===== src/rtl/dac_wavegen_pkg.sv =====
// Shared types for the channel waveform overlay generator.
// Assumes a 2-bit mode request; both upper encodings select the triangle.
package dac_wavegen_pkg;

    typedef enum logic [1:0] {
        WG_OFF     = 2'b00,
        WG_NOISE   = 2'b01,
        WG_TRI     = 2'b10,
        WG_TRI_ALT = 2'b11
    } wg_mode_e;

endpackage


===== src/rtl/wg_cfg_lock.sv =====
// Configuration capture: records mode and amplitude while the channel is
// off and holds them while it is on. The amplitude is clamped to DATA_W-1
// on capture. Assumes AMP_W is wide enough to hold DATA_W-1.
module wg_cfg_lock
    import dac_wavegen_pkg::*;
#(
    parameter int DATA_W = 12,
    parameter int AMP_W  = 4
) (
    input  logic             clk,
    input  logic             rst_n,
    input  logic             chan_en,
    input  logic [1:0]       mode_in,
    input  logic [AMP_W-1:0] amp_in,
    output wg_mode_e         mode_q,
    output logic [AMP_W-1:0] amp_q
);
    localparam logic [AMP_W-1:0] AMP_CAP = AMP_W'(DATA_W - 1);

    logic [AMP_W-1:0] amp_clamped;

    // Limit the requested amplitude to the data width.
    always_comb begin
        amp_clamped = (amp_in > AMP_CAP) ? AMP_CAP : amp_in;
    end

    // Capture the settings only while the channel is off.
    always_ff @(posedge clk) begin
        if (!rst_n) begin
            mode_q <= WG_OFF;
            amp_q  <= '0;
        end else if (!chan_en) begin
            mode_q <= wg_mode_e'(mode_in);
            amp_q  <= amp_clamped;
        end
    end

    p_cfg_frozen_r10: assert property (@(posedge clk) disable iff (!rst_n)
        (chan_en && $past(chan_en)) |-> ($stable(mode_q) && $stable(amp_q)));

    p_amp_capped_r8: assert property (@(posedge clk) disable iff (!rst_n)
        amp_q <= AMP_CAP);

endmodule


===== src/rtl/wg_noise.sv =====
// Pseudo-random overlay source: a Fibonacci shift register that steps once
// per accepted trigger in noise mode. It returns to SEED while the channel
// is off. The output keeps the low amp+1 bits of the current word.
// Assumes SEED is nonzero and TAPS gives a maximal-length sequence.
module wg_noise #(
    parameter int              DATA_W = 12,
    parameter int              AMP_W  = 4,
    parameter logic [DATA_W-1:0] SEED = 12'hACE,
    parameter logic [DATA_W-1:0] TAPS = 12'hE08
) (
    input  logic              clk,
    input  logic              rst_n,
    input  logic              chan_en,
    input  logic              step,
    input  logic [AMP_W-1:0]  amp,
    output logic [DATA_W-1:0] value
);
    logic [DATA_W-1:0] lfsr_q;
    logic [DATA_W-1:0] keep_mask;
    logic              feedback;

    // Build the keep mask bit by bit from the amplitude.
    for (genvar i = 0; i < DATA_W; i++) begin : g_mask
        assign keep_mask[i] = (32'(amp) >= 32'(i));
    end

    // Feedback is the parity of the tapped bits.
    always_comb begin
        feedback = ^(lfsr_q & TAPS);
    end

    // Restart while off, shift once per step while on.
    always_ff @(posedge clk) begin
        if (!rst_n || !chan_en) begin
            lfsr_q <= SEED;
        end else if (step) begin
            lfsr_q <= {lfsr_q[DATA_W-2:0], feedback};
        end
    end

    assign value = lfsr_q & keep_mask;

    p_lfsr_nonzero_r4: assert property (@(posedge clk) disable iff (!rst_n)
        lfsr_q != '0);

    p_lfsr_restart_r11: assert property (@(posedge clk) disable iff (!rst_n)
        $past(!chan_en) |-> (lfsr_q == SEED));

endmodule


===== src/rtl/wg_triangle.sv =====
// Triangle overlay source: an up/down counter between 0 and 2^(amp+1)-1
// that steps once per accepted trigger in triangle mode. It returns to 0,
// counting up, while the channel is off. Assumes amp <= DATA_W-1, so the
// peak is at least 1 and the counter never stalls.
module wg_triangle #(
    parameter int DATA_W = 12,
    parameter int AMP_W  = 4
) (
    input  logic              clk,
    input  logic              rst_n,
    input  logic              chan_en,
    input  logic              step,
    input  logic [AMP_W-1:0]  amp,
    output logic [DATA_W-1:0] value
);
    logic [DATA_W-1:0] cnt_q;
    logic              rising_q;
    logic [DATA_W-1:0] peak;

    // The peak is a run of amp+1 ones from bit 0.
    for (genvar i = 0; i < DATA_W; i++) begin : g_peak
        assign peak[i] = (32'(amp) >= 32'(i));
    end

    // Restart while off, walk up and down once per step while on.
    always_ff @(posedge clk) begin
        if (!rst_n || !chan_en) begin
            cnt_q    <= '0;
            rising_q <= 1'b1;
        end else if (step) begin
            if (rising_q) begin
                if (cnt_q == peak) begin
                    rising_q <= 1'b0;
                    cnt_q    <= cnt_q - 1'b1;
                end else begin
                    cnt_q    <= cnt_q + 1'b1;
                end
            end else begin
                if (cnt_q == '0) begin
                    rising_q <= 1'b1;
                    cnt_q    <= cnt_q + 1'b1;
                end else begin
                    cnt_q    <= cnt_q - 1'b1;
                end
            end
        end
    end

    assign value = cnt_q;

    p_tri_in_range_r7: assert property (@(posedge clk) disable iff (!rst_n)
        cnt_q <= peak);

    p_tri_restart_r11: assert property (@(posedge clk) disable iff (!rst_n)
        $past(!chan_en) |-> (cnt_q == '0 && rising_q));

endmodule


===== src/rtl/dac_wavegen.sv =====
// Channel waveform overlay generator top. On every trigger accepted while
// the channel is on, it adds the selected overlay to the held code and
// registers the wrapped sum as the output code.
// Assumes trig is a level sampled at each rising edge: one step per high cycle.
module dac_wavegen
    import dac_wavegen_pkg::*;
#(
    parameter int              DATA_W = 12,
    parameter int              AMP_W  = 4,
    parameter logic [DATA_W-1:0] SEED = 12'hACE,
    parameter logic [DATA_W-1:0] TAPS = 12'hE08
) (
    input  logic              clk,
    input  logic              rst_n,
    input  logic              chan_en,
    input  logic [1:0]        wave_mode,
    input  logic [AMP_W-1:0]  amp_sel,
    input  logic              trig,
    input  logic [DATA_W-1:0] hold_code,
    output logic [DATA_W-1:0] out_code
);
    wg_mode_e          mode_q;
    logic [AMP_W-1:0]  amp_q;
    logic              fire;
    logic              noise_on;
    logic              tri_on;
    logic [DATA_W-1:0] noise_val;
    logic [DATA_W-1:0] tri_val;
    logic [DATA_W-1:0] overlay;

    wg_cfg_lock #(.DATA_W(DATA_W), .AMP_W(AMP_W)) u_cfg (
        .clk     (clk),
        .rst_n   (rst_n),
        .chan_en (chan_en),
        .mode_in (wave_mode),
        .amp_in  (amp_sel),
        .mode_q  (mode_q),
        .amp_q   (amp_q)
    );

    // A trigger counts only while the channel is on.
    always_comb begin
        fire     = chan_en && trig;
        noise_on = (mode_q == WG_NOISE);
        tri_on   = (mode_q == WG_TRI) || (mode_q == WG_TRI_ALT);
    end

    wg_noise #(.DATA_W(DATA_W), .AMP_W(AMP_W), .SEED(SEED), .TAPS(TAPS)) u_noise (
        .clk     (clk),
        .rst_n   (rst_n),
        .chan_en (chan_en),
        .step    (fire && noise_on),
        .amp     (amp_q),
        .value   (noise_val)
    );

    wg_triangle #(.DATA_W(DATA_W), .AMP_W(AMP_W)) u_tri (
        .clk     (clk),
        .rst_n   (rst_n),
        .chan_en (chan_en),
        .step    (fire && tri_on),
        .amp     (amp_q),
        .value   (tri_val)
    );

    // Pick the overlay that the captured mode selects.
    always_comb begin
        if (noise_on)    overlay = noise_val;
        else if (tri_on) overlay = tri_val;
        else             overlay = '0;
    end

    // Register the wrapped sum on each accepted trigger.
    always_ff @(posedge clk) begin
        if (!rst_n) begin
            out_code <= '0;
        end else if (fire) begin
            out_code <= hold_code + overlay;
        end
    end

    p_idle_hold_r2: assert property (@(posedge clk) disable iff (!rst_n)
        !$past(fire) |-> $stable(out_code));

    p_off_passthru_r3: assert property (@(posedge clk) disable iff (!rst_n)
        $past(fire && mode_q == WG_OFF) |-> (out_code == $past(hold_code)));

    p_tri_wrap_r9: assert property (@(posedge clk) disable iff (!rst_n)
        $past(fire && tri_on) |-> (out_code == DATA_W'($past(hold_code) + $past(tri_val))));

endmodule


===== config.mk =====
export PLATFORM = sky130hd
export DESIGN_NAME = dac_wavegen
export DESIGN_NICKNAME = d
export VERILOG_FILES = /design/src/rtl/dac_wavegen_pkg.sv /design/src/rtl/wg_cfg_lock.sv /design/src/rtl/wg_noise.sv /design/src/rtl/wg_triangle.sv /design/src/rtl/dac_wavegen.sv
export SDC_FILE = /design/constraint.sdc
export NUM_CORES = 1
export LEC_CHECK = 0
export BUFFER_PORTS_ARGS = -buffer_cell sky130_fd_sc_hd__clkbuf_2
export CORE_MARGIN = 2
export CORE_UTILIZATION = 23
export CTS_CLUSTER_DIAMETER = 100
export CTS_CLUSTER_SIZE = 8
export DETAILED_ROUTE_END_ITERATION = 8
export GPL_TIMING_DRIVEN = 0
export PLACE_DENSITY_LB_ADDON = 0.08
export SYNTH_ARGS = -nofsm -noshare
export SYNTH_HDL_FRONTEND = slang
export SYNTH_SLANG_ARGS = --single-unit

===== constraint.sdc =====
create_clock -name clk -period 4.45 [get_ports clk]
set_clock_uncertainty 0.05 [all_clocks]
set_input_delay 1.335 -clock clk [delete_from_list [all_inputs] [get_ports clk]]
set_output_delay 1.335 -clock clk [all_outputs]
set_load 0.01 [all_outputs]

Word-level counts from Yosys, hierarchy flattened --
Index checks and enable logic that the tools add are counted.
Operators by class: $add $sub $neg 3, magnitude comparators 12, equal/unequal tests 4, muxes and demuxes 9, bitwise operators 1, reductions and logical operators 9
Operator list (number):
- $mux 12 | 5
- $ge 4x3->1 const B | 4
- $ge 4x4->1 const B | 4
- $add 12x1->12 const B | 1
- $add 12x12->12 | 1
- $and 12x12->12 | 1
- $eq 12x12->1 | 1
- $logic_not 12->1 | 1
- $reduce_xor 12->1 | 1
- $sub 12x1->12 const B | 1
- $ge 4x2->1 const B | 2
- $eq 2x2->1 const B | 2
- $ge 4x1->1 const B | 1
- $gt 4x4->1 const B | 1
- $mux 4 | 1
- $logic_and 1x1->1 | 3
- $mux 1 | 3
- $eq 2x1->1 const B | 1
- $logic_not 1->1 | 2
- $logic_or 1x1->1 | 2
Word-level totals: bits in registers 43, bits of input ports 22, output and inout bits 12

Depth between registers and ports, before layout --
depth after elaboration 5, depth in mapped cells 13, gate-level depth less buffers 11

By module --
Synthesis repeated with hierarchy kept, for this count alone.
Unflattened totals: cell total of the unflattened synthesis 400, area, all modules 3291.9 um2
Modules (own cells, without submodules):
- wg_triangle | instances 1, cells each 168, area an instance 1277.5 um2, sequential area each 260.2 um2
- dac_wavegen | instances 1, cells each 146, area an instance 1176.1 um2, sequential area each 240.2 um2
- wg_noise | instances 1, cells each 65, area an instance 596.8 um2, sequential area each 240.2 um2
- wg_cfg_lock | instances 1, cells each 21, area an instance 241.5 um2, sequential area each 120.1 um2

Worst setup path before layout --
OpenSTA, ideal clock, no wires.
path type in2reg, start point input hold_code[0], end point register out_code[8], setup time 115 ps, arrival 3021 ps, required time 4285 ps, path slack 1264 ps, cell stages on the path 9, buffers on the path 0, path through ha_1 fa_1 a21o_1 a21oi_1 o21ai_0 a31o_2 xnor2_1 o21ai_0 and2_1
Between the ends: cells in the longest elaborated chain, start to end 1
Ends and longest elaborated chain:
- start, declared | line dac_wavegen.sv:19 | input logic [DATA_W-1:0] hold_code,
- $add 12x12->12 | line dac_wavegen.sv:78 | out_code <= hold_code + overlay;
- end signal, assigned | line dac_wavegen.sv:78
- end, declared | line dac_wavegen.sv:20 | output logic [DATA_W-1:0] out_code
Every way passes these cells. A chain may end at the register's enable or synchronous reset.

Final worst setup path --
start point register u_cfg.mode_q[1], end point register out_code[10]
Between the ends: cells in the longest elaborated chain, start to end 5
Ends and longest elaborated chain:
- start, declared | line wg_cfg_lock.sv:15 | output wg_mode_e mode_q,
- start signal, assigned | line wg_cfg_lock.sv:33 | mode_q <= wg_mode_e'(mode_in);
- $eq 2x2->1 | line dac_wavegen.sv:45 | tri_on = (mode_q == WG_TRI) || (mode_q == WG_TRI_ALT);
- $logic_or 1x1->1 | line dac_wavegen.sv:45
- $mux 12 | line dac_wavegen.sv:69 | else if (tri_on) overlay = tri_val;
- $mux 12 * | line dac_wavegen.sv:68 | if (noise_on) overlay = noise_val;
- $add 12x12->12 * | line dac_wavegen.sv:78
Mark *: on every way between the ends. The rest lies on a longest branch, timed or not.

==> results by group <==
Outcome
  – Status: complete, no violations

Detailed routing
  – DRC: 0
  – Post-route ant nets: 0
  – WL/cell: around 16 um
  – Post-Route WL: about 9700 um
  – Vias per cell: between 4 and 5
  – Drt pass-1 iters: 6
  – Initial DRC count: approximately 130
  – DR vias: roughly 2900

Final layout
  – Finished Cell Area: 3530 sq um
  – Commonest non-fill, non-tap cells in the layout: nand2_1, dfxtp_1, clkbuf_2, o21ai_0, nand3_1
  – Nets: between 400 and 500
  – Layout cells sized above 1: 0.142
  – Commonest non-fill, non-tap cell in the layout: nand2_1
  – Area grow syn2layout: 17.4%
  – Post-Layout Cell Count: 602
  – # fillers: 1423
  – Antenna cells: 0
  – Core Util, Final: 0.278

Clocking
  – H-Tree Level Count: 2
  – Clk buf depth: 2
  – Setup Fix Bufs, Post-CTS: 0
  – Resized Gates After CTS: 0
  – Worst-Skew Late Latency: about 0.3 ns
  – Clk pin slew, worst setup/hold paths: about 0.06 ns
  – CTS tree: yes
  – CTS buffer count: 5
  – Root cell of the clock tree: clkbuf_16
  – Clk sink count: 43
  – CTS hold repair buffers: 0

STA
  – Worst Max-Slew Pin Slew: approximately 0.61 ns
  – RSZ-0062 raised after global routing: false
  – Part of the cycle the worst path needs: 0.784
  – Final setup violating endpoints: 0
  – Fmax: 0.287 GHz
  – Post-route minimum period: 3.49 ns
  – Fin Setup TNS: 0 ns
  – Slew HR: 0.595
  – Final setup margin: around 0.96 ns
  – Endpoints failing hold: 0
  – Final Max Tran Viols: 0

GRT
  – Maximum number of pins on one net before global-route repair: 14
  – All-layer global routing usage: 0.145
  – Vias in the first global route: between 2000 and 3000
  – Grt ovf: 0
  – Global-route wire length before repair: approximately 16000 um
  – Initial antenna violation count: 0

Critical path
  – CP cell instances: clkbuf_1 > clkbuf_1 > o21ai_0 > ha_1 > fa_1 > a21o_1 > a21oi_1 > o21ai_0 > a31o_2 > a31oi_1 > nand3_1 > o211ai_1
  – Crit Path Class: flop to flop
  – CP Launch Point: u_cfg.mode_q[1]$_SDFFE_PN0N_
  – Crit path launch type: flop
  – R2r setup slk: 0.96 ns
  – Crit-path max FO: 10
  – CP arrival: between 3 and 4 ns
  – Crit. End Element: flop
  – Critical path required time: between 4 and 5 ns
  – Slowest cell on crit path: fa_1
  – Origin of the critical flop-to-flop path: u_cfg.mode_q[1]$_SDFFE_PN0N_
  – Crit-path max cell delay: a little over 0.4 ns

Power and ir drop
  – Lkg Pwr: between 0.001 and 0.0015 uW
  – Max VDD drop: about 0.00012 V
  – Pwr Density: about 260 nW/um^2

Synth
  – Synthesized area per cell: 7.72 sq um
  – Synth Flop Type: dfxtp_1
  – Top cells by area, synth: dfxtp_1, nand2_1, ha_1
  – #FFs+latches synth: 43
  – Synthesized instance count: around 400
  – Cell area after synthesis: about 3000 sq um
  – Yosys top cell area share: 0.287
  – YS warnings: 0
  – Sequential cell area fraction in the yosys report: 0.287
  – Unique masters post-synth: 58
  – Syn_nets: between 400 and 500
  – Number of synthesized flops with an enable pin: 0
  – Post-synth ARST share: 0
  – Yosys top cell by area: dfxtp_1

Min path
  – Type of the worst min-delay path: flop to flop
  – Hold Startpoint: out_code[1]$_SDFFE_PN0P_

Floorplan
  – Core Area: between 10000 and 15000 sq um
  – Die area: between 10000 and 15000 sq um
  – Initial Util: 0.237
  – Chip height: about 120 um
  – Ports: 34
  – Std-Cell Rows: between 40 and 50
  – Die width: about 120 um

Placement
  – DP Cell Count: 594
  – DP Area: about 3400 sq um
  – Port Buffers: 33
  – Pre-CTS setup slack: around 0.86 ns
  – Hpwl dp: approximately 7300 um
  – GP Congestion: approximately 0.84

Run
  – MaxCap Viol Count: 0
==> through the flow <==
step / total power [uW] / hold WS [ns]
floorplan: 493 / 0.395
CTS: 926 / 0.425
finish: 904 / 0.421
detailed placement: 540 / 0.416
global route: 954 / 0.464
global placement: 540 / 0.411
==> routing by layer <==
metal | global-route usage | wire length (um) | part of all wire
met1 | 0.209 | 5060 | 0.52
met2 | 0.217 | 4190 | 0.43
met3 | 0.0227 | 257 | 0.027
met4 | 0.0505 | 170 | 0.018
met5 | 0 | 0 | 0
==> kinds of logic (layout without fill, tap and decap cells) <==
group / after synthesis / count (layout) / share of synthesized area
buffers and inverters: 36 / 77 / 0.0529
adders and majority gates: 15 / 15 / 0.0650
AOI/OAI and AO/OA: 91 / 91 / 0.193
muxes: 10 / 10 / 0.0342
xor gates and xnor gates: 15 / 15 / 0.0437
and+or+nand+nor: 179 / 179 / 0.324
DFF: 43 / 43 / 0.287
==> cell type report <==
type	instances	area (sq um)	area share
tap	172	215	0.0610
sequential	43	861	0.244
clock buffer	6	129	0.0366
inverter	7	26.3	0.00745
multi-input combinational	310	1980	0.563
buffer	29	133	0.0376
clock inverter	2	12.5	0.00355
timing repair buffer	33	165	0.0468
==> synth_stat cells, types with 6 or more instances <==
cell type / instances
xnor2_1: 9
xor2_1: 6
dfxtp_1: 43
ha_1: 14
inv_1: 7
mux2i_1: 8
and2_1: 11
nor2b_1: 6
nor3b_1: 9
buf_2: 7
nand2b_1: 8
a21oi_1: 20
nor3_1: 16
nand2_1: 59
a31oi_1: 6
clkbuf_1: 19
nand3_1: 26
nor2_1: 10
o21ai_0: 27
==> critical path, delay by kind of cell, from the launching register on <==
kind | cells | cell delay (ns)
AOI/OAI and AO/OA | 7 | 1.51
buffers and inverters | 2 | 0.72
adders and majority gates | 2 | 0.65
DFF | 1 | 0.37
and+or+nand+nor | 1 | 0.11
==> state kept, by name, summed over array words and instances (netlist names) <==
| signal | count |
|---|---|
| u_tri.rising_q | 1 |
| u_tri.value | 12 |
| u_cfg.mode_q | 2 |
| out_code | 12 |
| u_noise.lfsr_q | 12 |
| u_cfg.amp_q | 4 |
==> final timing paths <==
kind / cells after the start / to
setup / recovery: 12 / out_code[10]$_SDFFE_PN0P_
hold / removal: 2 / out_code[1]$_SDFFE_PN0P_
setup reg to reg: 12 / out_code[10]$_SDFFE_PN0P_
hold reg to reg: 2 / out_code[1]$_SDFFE_PN0P_
==> report_power, final <==
part           internal [uW]  total [uW]  switching [uW]
clock                    208         373             165
combinational           50.2         128            77.5
sequential               395         403            8.09
total                    653         904             251
No activity file was read; power rests on OpenSTA's default activity.
